**src/rtl/ser_port_pkg.sv**
```systemverilog
package ser_port_pkg;

    typedef enum logic [1:0] {
        ST_IDLE  = 2'd0,
        ST_HOLD  = 2'd1,
        ST_READY = 2'd2,
        ST_SHIFT = 2'd3
    } port_state_e;

    localparam logic [1:0] MD_SELF = 2'b00;
    localparam logic [1:0] MD_EXT  = 2'b01;

endpackage

```
**src/rtl/ser_sync.sv**
```systemverilog
module ser_sync #(
    parameter int          W       = 1,
    parameter int          STAGES  = 2,
    parameter logic [W-1:0] RST_VAL = '0
) (
    input  logic         clk,
    input  logic         rst_n,
    input  logic [W-1:0] d,
    output logic [W-1:0] q
);

    logic [W-1:0] stg_q [STAGES];

    always_ff @(posedge clk or negedge rst_n) begin
        if (!rst_n) begin
            for (int i = 0; i < STAGES; i++) stg_q[i] <= RST_VAL;
        end else begin
            stg_q[0] <= d;
            for (int i = 1; i < STAGES; i++) stg_q[i] <= stg_q[i-1];
        end
    end

    assign q = stg_q[STAGES-1];

endmodule

```
**src/rtl/ser_clkgen.sv**
```systemverilog
module ser_clkgen #(
    parameter int DIV = 4
) (
    input  logic clk,
    input  logic rst_n,
    input  logic run,
    output logic sclk,
    output logic bit_end
);

    localparam int PH_W = (DIV > 1) ? $clog2(DIV) : 1;

    logic [PH_W-1:0] ph_q;

    assign bit_end = run && (ph_q == PH_W'(DIV - 1));
    assign sclk    = run && (ph_q >= PH_W'(DIV / 2));

    always_ff @(posedge clk or negedge rst_n) begin
        if (!rst_n)               ph_q <= '0;
        else if (!run || bit_end) ph_q <= '0;
        else                      ph_q <= ph_q + 1'b1;
    end

endmodule

```
**src/rtl/ser_framer.sv**
```systemverilog
module ser_framer #(
    parameter int WORD_W    = 16,
    parameter int CHAR_W    = 8,
    parameter int STOP_BITS = 2,
    parameter int FRAME_W   = 22,
    parameter int CNT_W     = 5
) (
    input  logic [WORD_W-1:0]  word,
    input  logic               async_en,
    output logic [FRAME_W-1:0] frame,
    output logic [CNT_W-1:0]   frame_len
);

    localparam int CHARS    = WORD_W / CHAR_W;
    localparam int CHAR_LEN = 1 + CHAR_W + STOP_BITS;
    localparam int PAD_W    = FRAME_W - WORD_W;

    wire [FRAME_W-1:0] async_frame;

    for (genvar c = 0; c < CHARS; c++) begin : g_char
        localparam int HI = FRAME_W - 1 - c * CHAR_LEN;
        assign async_frame[HI]                      = 1'b0;
        assign async_frame[HI-1 -: CHAR_W]          = word[WORD_W-1-c*CHAR_W -: CHAR_W];
        assign async_frame[HI-1-CHAR_W -: STOP_BITS] = {STOP_BITS{1'b1}};
    end

    assign frame     = async_en ? async_frame : {word, {PAD_W{1'b0}}};
    assign frame_len = async_en ? CNT_W'(FRAME_W) : CNT_W'(WORD_W);

endmodule

```
**src/rtl/ser_out_port.sv**
```systemverilog
module ser_out_port
    import ser_port_pkg::*;
#(
    parameter int WORD_W    = 16,
    parameter int CHAR_W    = 8,
    parameter int STOP_BITS = 2,
    parameter int SCK_DIV   = 4,
    parameter int RDY_HOLD  = 4
) (
    input  logic              clk,
    input  logic              rst_n,
    input  logic [1:0]        mode_sel,
    input  logic [WORD_W-1:0] word_in,
    input  logic              word_stb,
    input  logic              cs_n,
    input  logic              sclk_in,
    output logic              sclk_out,
    output logic              sclk_oe,
    output logic              sdata,
    output logic              sdata_oe,
    output logic              rdy_n
);

    localparam int CHARS    = WORD_W / CHAR_W;
    localparam int CHAR_LEN = 1 + CHAR_W + STOP_BITS;
    localparam int FRAME_W  = CHARS * CHAR_LEN;
    localparam int CNT_W    = $clog2(FRAME_W + 1);
    localparam int HOLD_W   = $clog2(RDY_HOLD + 1);

    port_state_e          state_q, state_d;
    logic [WORD_W-1:0]    word_q;
    logic [HOLD_W-1:0]    hold_cnt;
    logic [FRAME_W-1:0]   sh_q;
    logic [CNT_W-1:0]     bit_cnt;
    logic [CNT_W-1:0]     len_q;
    logic [1:0]           mode_q;
    logic                 cs_s, sclk_s, sclk_d;
    logic                 run_self, gen_sclk, gen_end;
    logic [FRAME_W-1:0]   frame;
    logic [CNT_W-1:0]     frame_len;
    logic                 fall, adv, last, accept, start;

    ser_sync #(.W(2), .STAGES(2), .RST_VAL(2'b10)) u_sync (
        .clk   (clk),
        .rst_n (rst_n),
        .d     ({cs_n, sclk_in}),
        .q     ({cs_s, sclk_s})
    );

    ser_clkgen #(.DIV(SCK_DIV)) u_clkgen (
        .clk     (clk),
        .rst_n   (rst_n),
        .run     (run_self),
        .sclk    (gen_sclk),
        .bit_end (gen_end)
    );

    ser_framer #(
        .WORD_W    (WORD_W),
        .CHAR_W    (CHAR_W),
        .STOP_BITS (STOP_BITS),
        .FRAME_W   (FRAME_W),
        .CNT_W     (CNT_W)
    ) u_framer (
        .word      (word_q),
        .async_en  (mode_sel[1]),
        .frame     (frame),
        .frame_len (frame_len)
    );

    assign run_self = (state_q == ST_SHIFT) && (mode_q == MD_SELF);
    assign fall     = sclk_d && !sclk_s;
    assign adv      = (mode_q == MD_SELF) ? gen_end : fall;
    assign last     = (bit_cnt + CNT_W'(1)) == len_q;
    assign accept   = word_stb && ((state_q == ST_IDLE) || (state_q == ST_READY));
    assign start    = (state_q == ST_READY) && !word_stb && !cs_s;

    // state register
    always_ff @(posedge clk or negedge rst_n) begin
        if (!rst_n) state_q <= ST_IDLE;
        else        state_q <= state_d;
    end

    // next state
    always_comb begin
        state_d = state_q;
        unique case (state_q)
            ST_IDLE:  if (word_stb) state_d = ST_HOLD;
            ST_HOLD:  if (hold_cnt == HOLD_W'(RDY_HOLD - 1)) state_d = ST_READY;
            ST_READY: begin
                if (word_stb)  state_d = ST_HOLD;
                else if (!cs_s) state_d = ST_SHIFT;
            end
            ST_SHIFT: begin
                if (cs_s)              state_d = ST_IDLE;
                else if (adv && last)  state_d = ST_IDLE;
            end
        endcase
    end

    // datapath registers
    always_ff @(posedge clk or negedge rst_n) begin
        if (!rst_n) begin
            word_q   <= '0;
            hold_cnt <= '0;
            sh_q     <= '0;
            bit_cnt  <= '0;
            len_q    <= '0;
            mode_q   <= MD_SELF;
            sclk_d   <= 1'b0;
        end else begin
            sclk_d   <= sclk_s;
            hold_cnt <= (state_q == ST_HOLD) ? hold_cnt + 1'b1 : '0;
            if (accept) word_q <= word_in;
            if (start) begin
                sh_q    <= frame;
                len_q   <= frame_len;
                mode_q  <= mode_sel;
                bit_cnt <= '0;
            end else if ((state_q == ST_SHIFT) && adv) begin
                sh_q    <= {sh_q[FRAME_W-2:0], 1'b1};
                bit_cnt <= bit_cnt + 1'b1;
            end
        end
    end

    // outputs
    always_comb begin
        rdy_n    = (state_q != ST_READY);
        sdata_oe = (state_q == ST_SHIFT);
        sclk_oe  = run_self;
        sclk_out = gen_sclk;
        sdata    = sh_q[FRAME_W-1];
    end

endmodule

```
**config.mk**
```make
export PLATFORM = sky130hd
export DESIGN_NAME = ser_out_port
export DESIGN_NICKNAME = d
export VERILOG_FILES = /design/src/rtl/ser_port_pkg.sv /design/src/rtl/ser_sync.sv /design/src/rtl/ser_clkgen.sv /design/src/rtl/ser_framer.sv /design/src/rtl/ser_out_port.sv
export SDC_FILE = /design/constraint.sdc
export NUM_CORES = 1
export LEC_CHECK = 0
export BUFFER_PORTS_ARGS = -buffer_cell sky130_fd_sc_hd__clkbuf_2
export CAP_MARGIN = 25
export CORE_MARGIN = 2
export CORE_UTILIZATION = 45
export CTS_BUF_LIST = sky130_fd_sc_hd__clkbuf_16
export DETAILED_ROUTE_END_ITERATION = 10
export GPL_ROUTABILITY_DRIVEN = 0
export GPL_TIMING_DRIVEN = 0
export PLACE_DENSITY = 0.62
export SLEW_MARGIN = 20
export SYNTH_ARGS = -nofsm -noshare
export SYNTH_HDL_FRONTEND = slang
export SYNTH_HIERARCHICAL = 1
export SYNTH_SLANG_ARGS = --single-unit
```
**constraint.sdc**
```tcl
create_clock -name clk -period 2.14 [get_ports clk]
set_input_delay 0 -clock clk [delete_from_list [all_inputs] [get_ports clk]]
set_output_delay 0 -clock clk [all_outputs]
set_load 0.005 [all_outputs]
```
After elaboration in Yosys (flattened, before gate mapping)

Cells that the tools add are included.

Add/subtract/negate cells: 3
Reductions and logical operators: 19
Multiplexer cells: 16
Equal/unequal tests: 11
Order comparisons: 1

Operators by type and width:

| cell                                                                    | number |
|---|---|
| 22-bit two-way mux                                                      | 3 |
| 2-bit two-way mux                                                       | 7 |
| 5-bit two-way mux                                                       | 2 |
| 1-bit logical AND                                                       | 9 |
| 2-bit one-hot mux with 4 select lines                                   | 1 |
| 2-bit equality test, second input constant                              | 3 |
| 3-bit two-way mux                                                       | 2 |
| 2-bit inequality test, second input constant                            | 3 |
| 5-bit by 1-bit adder with 5-bit output, second input constant           | 1 |
| 5-bit equality test                                                     | 1 |
| 1-bit logical NOT                                                       | 4 |
| 2-bit logical NOT                                                       | 2 |
| 4-bit AND reduction                                                     | 1 |
| 3-bit by 1-bit adder with 3-bit output, second input constant           | 1 |
| 3-bit by 2-bit equality test with 1-bit output, second input constant   | 1 |
| 3-bit by 1-bit inequality test with 1-bit output, second input constant | 1 |
| 3-bit inequality test, second input constant                            | 1 |
| 2-bit by 1-bit adder with 2-bit output, second input constant           | 1 |
| 2-bit by 1-bit equality test with 1-bit output, second input constant   | 1 |
| 2-bit greater-or-equal comparator, second input constant                | 1 |
| 1-bit logical OR                                                        | 2 |
| 2-bit nonzero test                                                      | 1 |
| 1-bit two-way mux                                                       | 1 |

Register bits: 62
Word-level logic and storage cells: 61

Longest topological paths before layout

Gate-level depths: netlist (run 1).

Word-level depth: 8
Depth in mapped cells: 7
Gate-level depth less buffers: 6

Modules after synthesis

Netlist (run 1), hierarchy kept.

By module, submodules not included:

| module       | seq. area each (µm²) | area each (µm²) | cells each | times used |
|---|---|---|---|---|
| ser_out_port | 1401.3               | 2497.4          | 184        | 1 |
| ser_framer   | 0.0                  | 312.8           | 31         | 1 |
| ser_sync     | 102.6                | 117.6           | 6          | 1 |
| ser_clkgen   | 50.0                 | 97.6            | 7          | 1 |

Worst setup path before layout (run 1)

No wires, ideal clock.

Path kind: flip-flop to flip-flop
From: register state_q[0]
To: register sh_q[20]
Cell stages (with the launch flop): 8
Library setup time: 0.126 ns
Buffers on the path: 1
Arrival time: 1.757 ns
Required time: 2.014 ns
Setup slack: 0.257 ns
Clock period less this slack: 1.883 ns
Cell sequence: dfrtp_1 nand2_1 nor3_1 and2_2 mux2_2 a21oi_4 buf_6 a221o_1

Cells in the longest elaborated chain, start to end: 6
Elaborated cells on any way between the ends: 10

RTL lines:

| what                         | line                | RTL |
|---|---|---|
| start: declaration           | ser_out_port.sv:30  | `port_state_e state_q, state_d;` |
| start signal: assignment     | ser_out_port.sv:81  | `else state_q <= state_d;` |
| 2-bit equality test          | ser_out_port.sv:71  | `assign run_self = (state_q == ST_SHIFT) && (mode_q == MD_SELF);` |
| 1-bit logical AND            | ser_out_port.sv:71  |  |
| via sclk_oe                  | ser_out_port.sv:18  | `output logic sclk_oe,` |
| 1-bit logical AND            | ser_clkgen.sv:15    | `assign bit_end = run && (ph_q == PH_W'(DIV - 1));` |
| via gen_end                  | ser_out_port.sv:38  | `logic run_self, gen_sclk, gen_end;` |
| 1-bit two-way mux            | ser_out_port.sv:73  | `assign adv = (mode_q == MD_SELF) ? gen_end : fall;` |
| 1-bit logical AND            | ser_out_port.sv:120 | `end else if ((state_q == ST_SHIFT) && adv) begin` |
| 2-bit nonzero test (no line) | -                   |  |
| end signal: assignment       | ser_out_port.sv:116 | `sh_q <= frame;` |
| end signal: assignment       | ser_out_port.sv:121 | `sh_q <= {sh_q[FRAME_W-2:0], 1'b1};` |
| end: declaration             | ser_out_port.sv:33  | `logic [FRAME_W-1:0] sh_q;` |

The timed path passes the listed nets, and every way through them passes these cells.
A chain may end at the register's enable or synchronous reset.

Worst setup path in the final report (run 1)

From: register state_q[0]
To: register sh_q[16]

Cells in the longest elaborated chain, start to end: 6
Elaborated cells on any way between the ends: 10

RTL lines:

| what                         | line |
|---|---|
| 2-bit equality test          | ser_out_port.sv:71 |
| 1-bit logical AND            | ser_out_port.sv:71 |
| 1-bit logical AND            | ser_clkgen.sv:15 |
| via gen_end                  | ser_out_port.sv:38 |
| 1-bit two-way mux            | ser_out_port.sv:73 |
| 1-bit logical AND            | ser_out_port.sv:120 |
| 2-bit nonzero test (no line) | - |

The timed path passes the listed nets, and every way through them passes these cells.

==> results of run 1 <==
==> synthesized netlist by cell type (2+ instances only) <==
| master | number |
|---|---|
| conb_1 | 2 |
| mux2_1 | 7 |
| a22o_1 | 2 |
| buf_6 | 6 |
| dfrtp_1 | 60 |
| a221o_1 | 21 |
| dfstp_2 | 2 |
| buf_4 | 9 |
| mux2_4 | 12 |
| o21ai_0 | 2 |
| nor3_1 | 2 |
| nor2_1 | 4 |
| buf_2 | 5 |
| xnor2_1 | 5 |
| nand3_1 | 4 |
| and2_1 | 25 |
| ha_1 | 4 |
| inv_1 | 5 |
| mux2_2 | 18 |
| nor2b_1 | 5 |
| xor2_1 | 3 |
==> state kept, by name, indices dropped and copies added, names as in the netlist <==
name           count
u_sync/stg_q       2
hold_cnt           3
bit_cnt            5
sh_q              22
sclk_d             1
state_q            2
word_q            16
mode_q             2
len_q              5
u_clkgen/ph_q      2
u_sync/q           2
==> path summary, 6_finish.rpt <==
kind / startpoint / endpoint / slack, ns / cells past startpoint
min in group asynchronous: rst_n / u_clkgen/ph_q[1] / 0.18 / 2
setup reg to reg: state_q[0] / sh_q[16] / 0.13 / 7
hold / removal: mode_sel[1] / mode_q[1] / 0.04 / 2
max in group asynchronous: rst_n / u_sync/q[1] / 1.39 / 3
hold reg to reg: u_sync/stg_q[2] / u_sync/q[0] / 0.35 / 0
setup / recovery: state_q[0] / sh_q[16] / 0.13 / 7
==> layout make-up <==
class                           instances  area share (%)
Clock buffer                            9            5.99
Tap cell                               77            2.56
Clock inverter                          6           0.599
Multi-Input combinational cell        141            35.1
Sequential cell                        62            41.3
Timing Repair Buffer                   48            9.52
Buffer                                 20            4.26
Inverter                                6           0.599
==> cell families (layout without fill, tap and decap cells) <==
kind of cell / count (synthesis) / after routing
AO/OA/AOI/OAI: 32 / 32
multiplexers: 38 / 38
adder cells (fa/ha/maj): 4 / 4
AND/OR/NAND/NOR: 55 / 55
flip-flops: 62 / 62
other: 2 / 3
buffers and inverters: 26 / 89
XOR/XNOR: 9 / 9
==> metal layers <==
metal  track usage [%]  wire [um]  part of all wire (%)
met5                 0          0                     0
met4              8.08        101                   1.8
met3              3.75        202                   3.6
met2              25.7       2610                    46
met1              25.2       2750                    49
==> power groups by stage <==
| stage | Sequential (mW) | Clock (mW) | Combinational (mW) |
|---|---|---|---|
| after floorplan | 1.89 | 0 | 1.03 |
| after global placement | 2.00 | 0 | 1.20 |
| after detailed placement | 2.00 | 0 | 1.25 |
| after CTS | 2.01 | 1.25 | 1.28 |
| after global routing | 2.08 | 1.32 | 1.43 |
| final | 2.01 | 1.23 | 1.29 |
==> repair_timing <==
action                     CTS  global route
resized for setup            2             3
buffers inserted             0             0
hold endpoints to repair    50             0
setup endpoints to repair   24            19
hold buffers                20             0
==> stage by stage <==
step / utilization, % / hold WS (ns) / std cells / power (mW)
2_1_floorplan: - / -0.296 / 229 / 2.92
3_3_place_gp: 50.8 / 0.0879 / 333 / 3.20
3_5_place_dp: 51.1 / -0.0149 / 334 / 3.25
4_1_cts: 58.2 / 0.0369 / 369 / 4.54
5_1_grt: 58.5 / 0.0717 / 369 / 4.83
6_report: 58.5 / 0.0438 / 369 / 4.53
==> out/results.ini, run 1 <==
[status]
status=complete, no violations

[pwr]
switching_share_pct=28.9
switchingPower_mw=1.31
ir_worst_vdd_v=0.000629
leakage_nw=1.81
p_comb_share_pct=28.5
p_clk_share_pct=27.1
pwr-share-seq_pct=44.4
p_per_area_nw_per_um2=1200
p_int_mw=3.22

[timing]
rsz0062_at_grt=false
setup_viol=0
fmax_ghz=0.498
fin_setup_tns_ns=0
finClkSkew_ns=0.00322
period_needed_ns=2.01
fin_ws_ns=0.134
post-route-period-util_pct=93.8
finalHoldViolCount=0
drv_slew=0

[finish]
n_antenna_cell=0
mostFrequentLayoutCell=dfrtp_1
num-fill-cells=533
drive_gt1_share_pct=34.6
register_area_um2=1550
mostFrequentLayoutCells=dfrtp_1, clkbuf_2, and2_1
nets=315
final_cell_area_um2=3760
multi_input_area_um2=1320
syn_to_final_growth_pct=24.2

[synthesis]
yosysSeqAreaShare_pct=51.4
synth.distinct_cells=46
yosys.area.top_type=dfrtp_1
synth_warnings=6
synth_xor_area_share_pct=3.06
synth_top_family_by_area=multiplexers
synth-simple-area-share_pct=11.8
synthMuxAreaShare_pct=15.7
synth_top_cell_area_share_pct=49.6
syn_area_um2=3030
synth_edf_count=0
ys.flop_type=dfrtp_1
async_flop_share_pct=100
synth-seq-cells=62
synth_compound_area_share_pct=10.1
synth_cells=228
synth_area_leaders=dfrtp_1, a221o_1, mux2_2
avgSynthCellArea_um2=13.3
synth_fa_ha_area_share_pct=1.65

[critical_path]
critPathKind=reg2reg
crit_chain=nand2_2, nor3_4, and2_2, mux2i_4, nor2_4, buf_2, a221o_1
critPathSlowestCell=dfrtp_1
crit_path_start_kind=flip-flop
critical_path_buf_inv_count=1
cpPeakStageDelay_ns=0.44
required_ns=2.34
worstPathMaxFanout=10
crit_family=simple AND/OR/NAND/NOR gates
crit_path_end_kind=flip-flop
worstPathArrival_ns=2.21

[clocking]
cts_tree=yes
cts-root-buf=clkbuf_16
cts_buffers=9
clk-insertion-delay-late_ns=0.32
cts_max_level=3
clk_pin_slew_ns=0.05
cts_num_sinks=62
clk_path_buf_depth=2

[floorplan]
die_x_um=86.0
core_um2=6420
boundaryPins=28
start_util_pct=47.1
die_area_um2=7400
rows=29
dieHeight_um=86.0

[grt]
grt_overflow=0
grt_max_degree=35
antenna_found_initial=0
grt_pass1_wl_um=9830
grt_pass1_vias=1943
track_usage_pct=17.6

[routing]
drt_iter0_drc=72
wl_um=5660
post_drt_via_cell_ratio=5.13
drc_errors=0
wl_per_cell_um=15.3
ant_nets=0
vias=1892
dr.pass1.iters=4

[place]
post-dp-hpwl_um=3690
dpl_cell_area_um2=3280
portBuffers=27
pre_cts_slack_ns=-0.124

[flow_run]
maxCapViolations=0

[worst_hold_path]
hold_class=in2reg

Power figures use the tool's default switching activity.
==> run 2, diff against run 1 <==
--- a/config.mk
+++ b/config.mk
@@ -10,12 +10,12 @@
 export CORE_MARGIN = 2
 export CORE_UTILIZATION = 45
 export CTS_BUF_LIST = sky130_fd_sc_hd__clkbuf_16
+export CTS_CLUSTER_SIZE = 16
 export DETAILED_ROUTE_END_ITERATION = 10
 export GPL_ROUTABILITY_DRIVEN = 0
 export GPL_TIMING_DRIVEN = 0
-export PLACE_DENSITY = 0.62
+export PLACE_DENSITY = 0.63
 export SLEW_MARGIN = 20
 export SYNTH_ARGS = -nofsm -noshare
 export SYNTH_HDL_FRONTEND = slang
-export SYNTH_HIERARCHICAL = 1
 export SYNTH_SLANG_ARGS = --single-unit
==> run 2 against run 1 <==
Against the previous run: non-clock buffer count shrank 4; largest cell class unchanged; cell area fell by 7.5%; highest routed layer unchanged; sequential cell count down 4.
==> out/results.ini, run 2 <==
[place]
pre_cts_slack_ns=0.326
dp_cells=346
portBuffers=27
post-dp-hpwl_um=3860

[floorplan]
die_x_um=81.5
start_util_pct=46.2
boundaryPins=28
die_area_um2=6640
core_um2=5850
rows=28
dieHeight_um=81.5

[critical_path]
required_ns=2.14
worstPathArrival_ns=1.87
crit_path_end_kind=primary output
rr_endpoint=sh_q[6]
worstPathMaxFanout=10
worstReg2RegStart=len_q[2]
rr_worst_depth=7
critPathKind=reg2out
r2r_slack_ns=0.30
crit_path_start_kind=flip-flop

[finish]
reg.largest.list=sh_q (22), word_q (16), bit_cnt (5)
multi_input_area_um2=1150
largest-register=sh_q
register_area_um2=1450
mostFrequentLayoutCells=dfrtp_1, clkbuf_2, nand2_1, nand3_1, dlygate4sd3_1
nets=331
finalNonFillerCells=383
mostFrequentLayoutCell=dfrtp_1
n_antenna_cell=0
largest_register_ffs=22
drive_gt1_share_pct=25.3
syn_to_final_growth_pct=28.6
post-route-util_pct=59.4
num-fill-cells=480

[pwr]
p_per_area_nw_per_um2=1330
ir_worst_vdd_v=0.000766
leakage_nw=1.54
finalPower_mw=4.62

[synthesis]
synth_warnings=0
synth-seq-cells=58
synth_xor_area_share_pct=0.972
synth_common_cells=dfrtp_1, nand2_1, nand3_1, mux2_2, mux2i_1
ys.flop_type=dfrtp_1
syn-num-nets=271
synth_top_cell_area_share_pct=51.8
avgSynthCellArea_um2=11.1
synth_compound_area_share_pct=11.8
synth_area_leaders=dfrtp_1, mux2_2, mux2i_1
syn_area_um2=2700
synth_cells=243
synth.most_common_cell=dfrtp_1
synth_fa_ha_area_share_pct=2.31
synth_top_family_by_area=simple AND/OR/NAND/NOR gates
async_flop_share_pct=100
synth_edf_count=0
yosysSeqAreaShare_pct=53.8
synth.distinct_cells=39
synth-simple-area-share_pct=15.8
synthMuxAreaShare_pct=11.8
yosys.area.top_type=dfrtp_1

[timing]
drv_slew=0
relSlewSlack_pct=47.8
period_needed_ns=1.87
fmax_ghz=0.535
tightest_slew_ns=0.783
setup_viol=0
finClkSkew_ns=0.00783
fin_ws_ns=0.272
fin_setup_tns_ns=0
rsz0062_at_grt=false
post-route-period-util_pct=87.3
finalHoldViolCount=0

[flow_run]
maxCapViolations=0

[routing]
drt_iter0_drc=162
dr.pass1.iters=4
wl_per_cell_um=15.1
ant_nets=0
wl_um=5800
drc_errors=0
post_drt_via_cell_ratio=5.45
vias=2088

[grt]
grt_max_degree=32
grt_pass1_wl_um=9650
antenna_found_initial=0
grt_overflow=0
track_usage_pct=19.8
grt_pass1_vias=2016

[worst_hold_path]
worstHoldPathCells=3
hold_end=sh_q[10]
hold_class=in2reg
hold_start=mode_sel[1]

[clocking]
clk-insertion-delay-late_ns=0.33
cts_num_sinks=58
cts_max_level=3
cts-root-buf=clkbuf_16
clk_path_buf_depth=2
clk_pin_slew_ns=0.05
cts_buffers=9
cts_resized=0
cts_tree=yes

[status]
status=complete, no violations

==> run 2: worst max-delay path, stage by stage, from the launching register on <==
cell	delay, ns
dfrtp_1	0.45
nand2_2	0.13
inv_2	0.11
clkbuf_1	0.40
buf_2	0.31
clkbuf_2	0.15
==> run 2: metrics by stage <==
| step | cell area [um^2] | hold slack, ns |
|---|---|---|
| floorplan | 2700 | -0.296 |
| global placement | 2930 | 0.0899 |
| detailed placement | 2960 | 0.00462 |
| CTS | 3480 | 0.145 |
| global route | 3480 | 0.207 |
| finish | 3480 | 0.155 |
==> run 2: layer usage <==
metal / vias to the layer above / GRT usage, % / share of wire, % / wire length, um
met5: - / 0 / 0 / 0
met4: 0 / 8.14 / 2.0 / 114
met3: 11 / 6.70 / 4.4 / 258
li1: 1001 / - / - / -
met1: 1025 / 25.2 / 47 / 2700
met2: 51 / 31.0 / 47 / 2720
==> run 2: kinds of logic (layout without fill, tap and decap cells) <==
| kind of cell | Yosys count | count (layout) |
|---|---|---|
| XOR/XNOR | 3 | 3 |
| AND/OR/NAND/NOR | 86 | 86 |
| AO/OA/AOI/OAI | 39 | 39 |
| flip-flops | 58 | 58 |
| adder cells (fa/ha/maj) | 5 | 5 |
| multiplexers | 30 | 30 |
| buffers and inverters | 22 | 87 |
==> run 2: layout make-up <==
cell class | instances | share of cell area (%)
sequential | 58 | 41.8
multi-input combinational | 163 | 33.2
timing repair buffer | 49 | 10.6
clock buffer | 9 | 6.48
tap | 75 | 2.70
clock inverter | 7 | 2.48
buffer | 15 | 1.94
inverter | 7 | 0.792
==> run 2: worst max path at each step <==
stage	end	start	slack, ns	depth (start not counted)
6_report	sdata_oe	state_q[0]	0.27	5
5_1_grt	sh_q[6]	len_q[2]	0.16	7
4_1_cts	sdata_oe	state_q[0]	0.28	5
3_5_place_dp	sh_q[6]	len_q[2]	0.33	7
3_3_place_gp	sh_q[7]	len_q[2]	0.33	7
2_1_floorplan	bit_cnt[4]	state_q[0]	0.52	5
==> run 2: power breakdown <==
part	switching [mW]	total (mW)	internal, mW	leakage [nW]
logic	0.600	1.23	0.628	0.718
registers	0.344	1.90	1.56	0.668
clock network	0.485	1.49	1.00	0.152
==> run 2: what timing repair did <==
| item | CTS | global route |
|---|---|---|
| setup buffers | 0 | 0 |
| endpoints found under the hold margin | 50 | 0 |
| hold buffers | 21 | 0 |
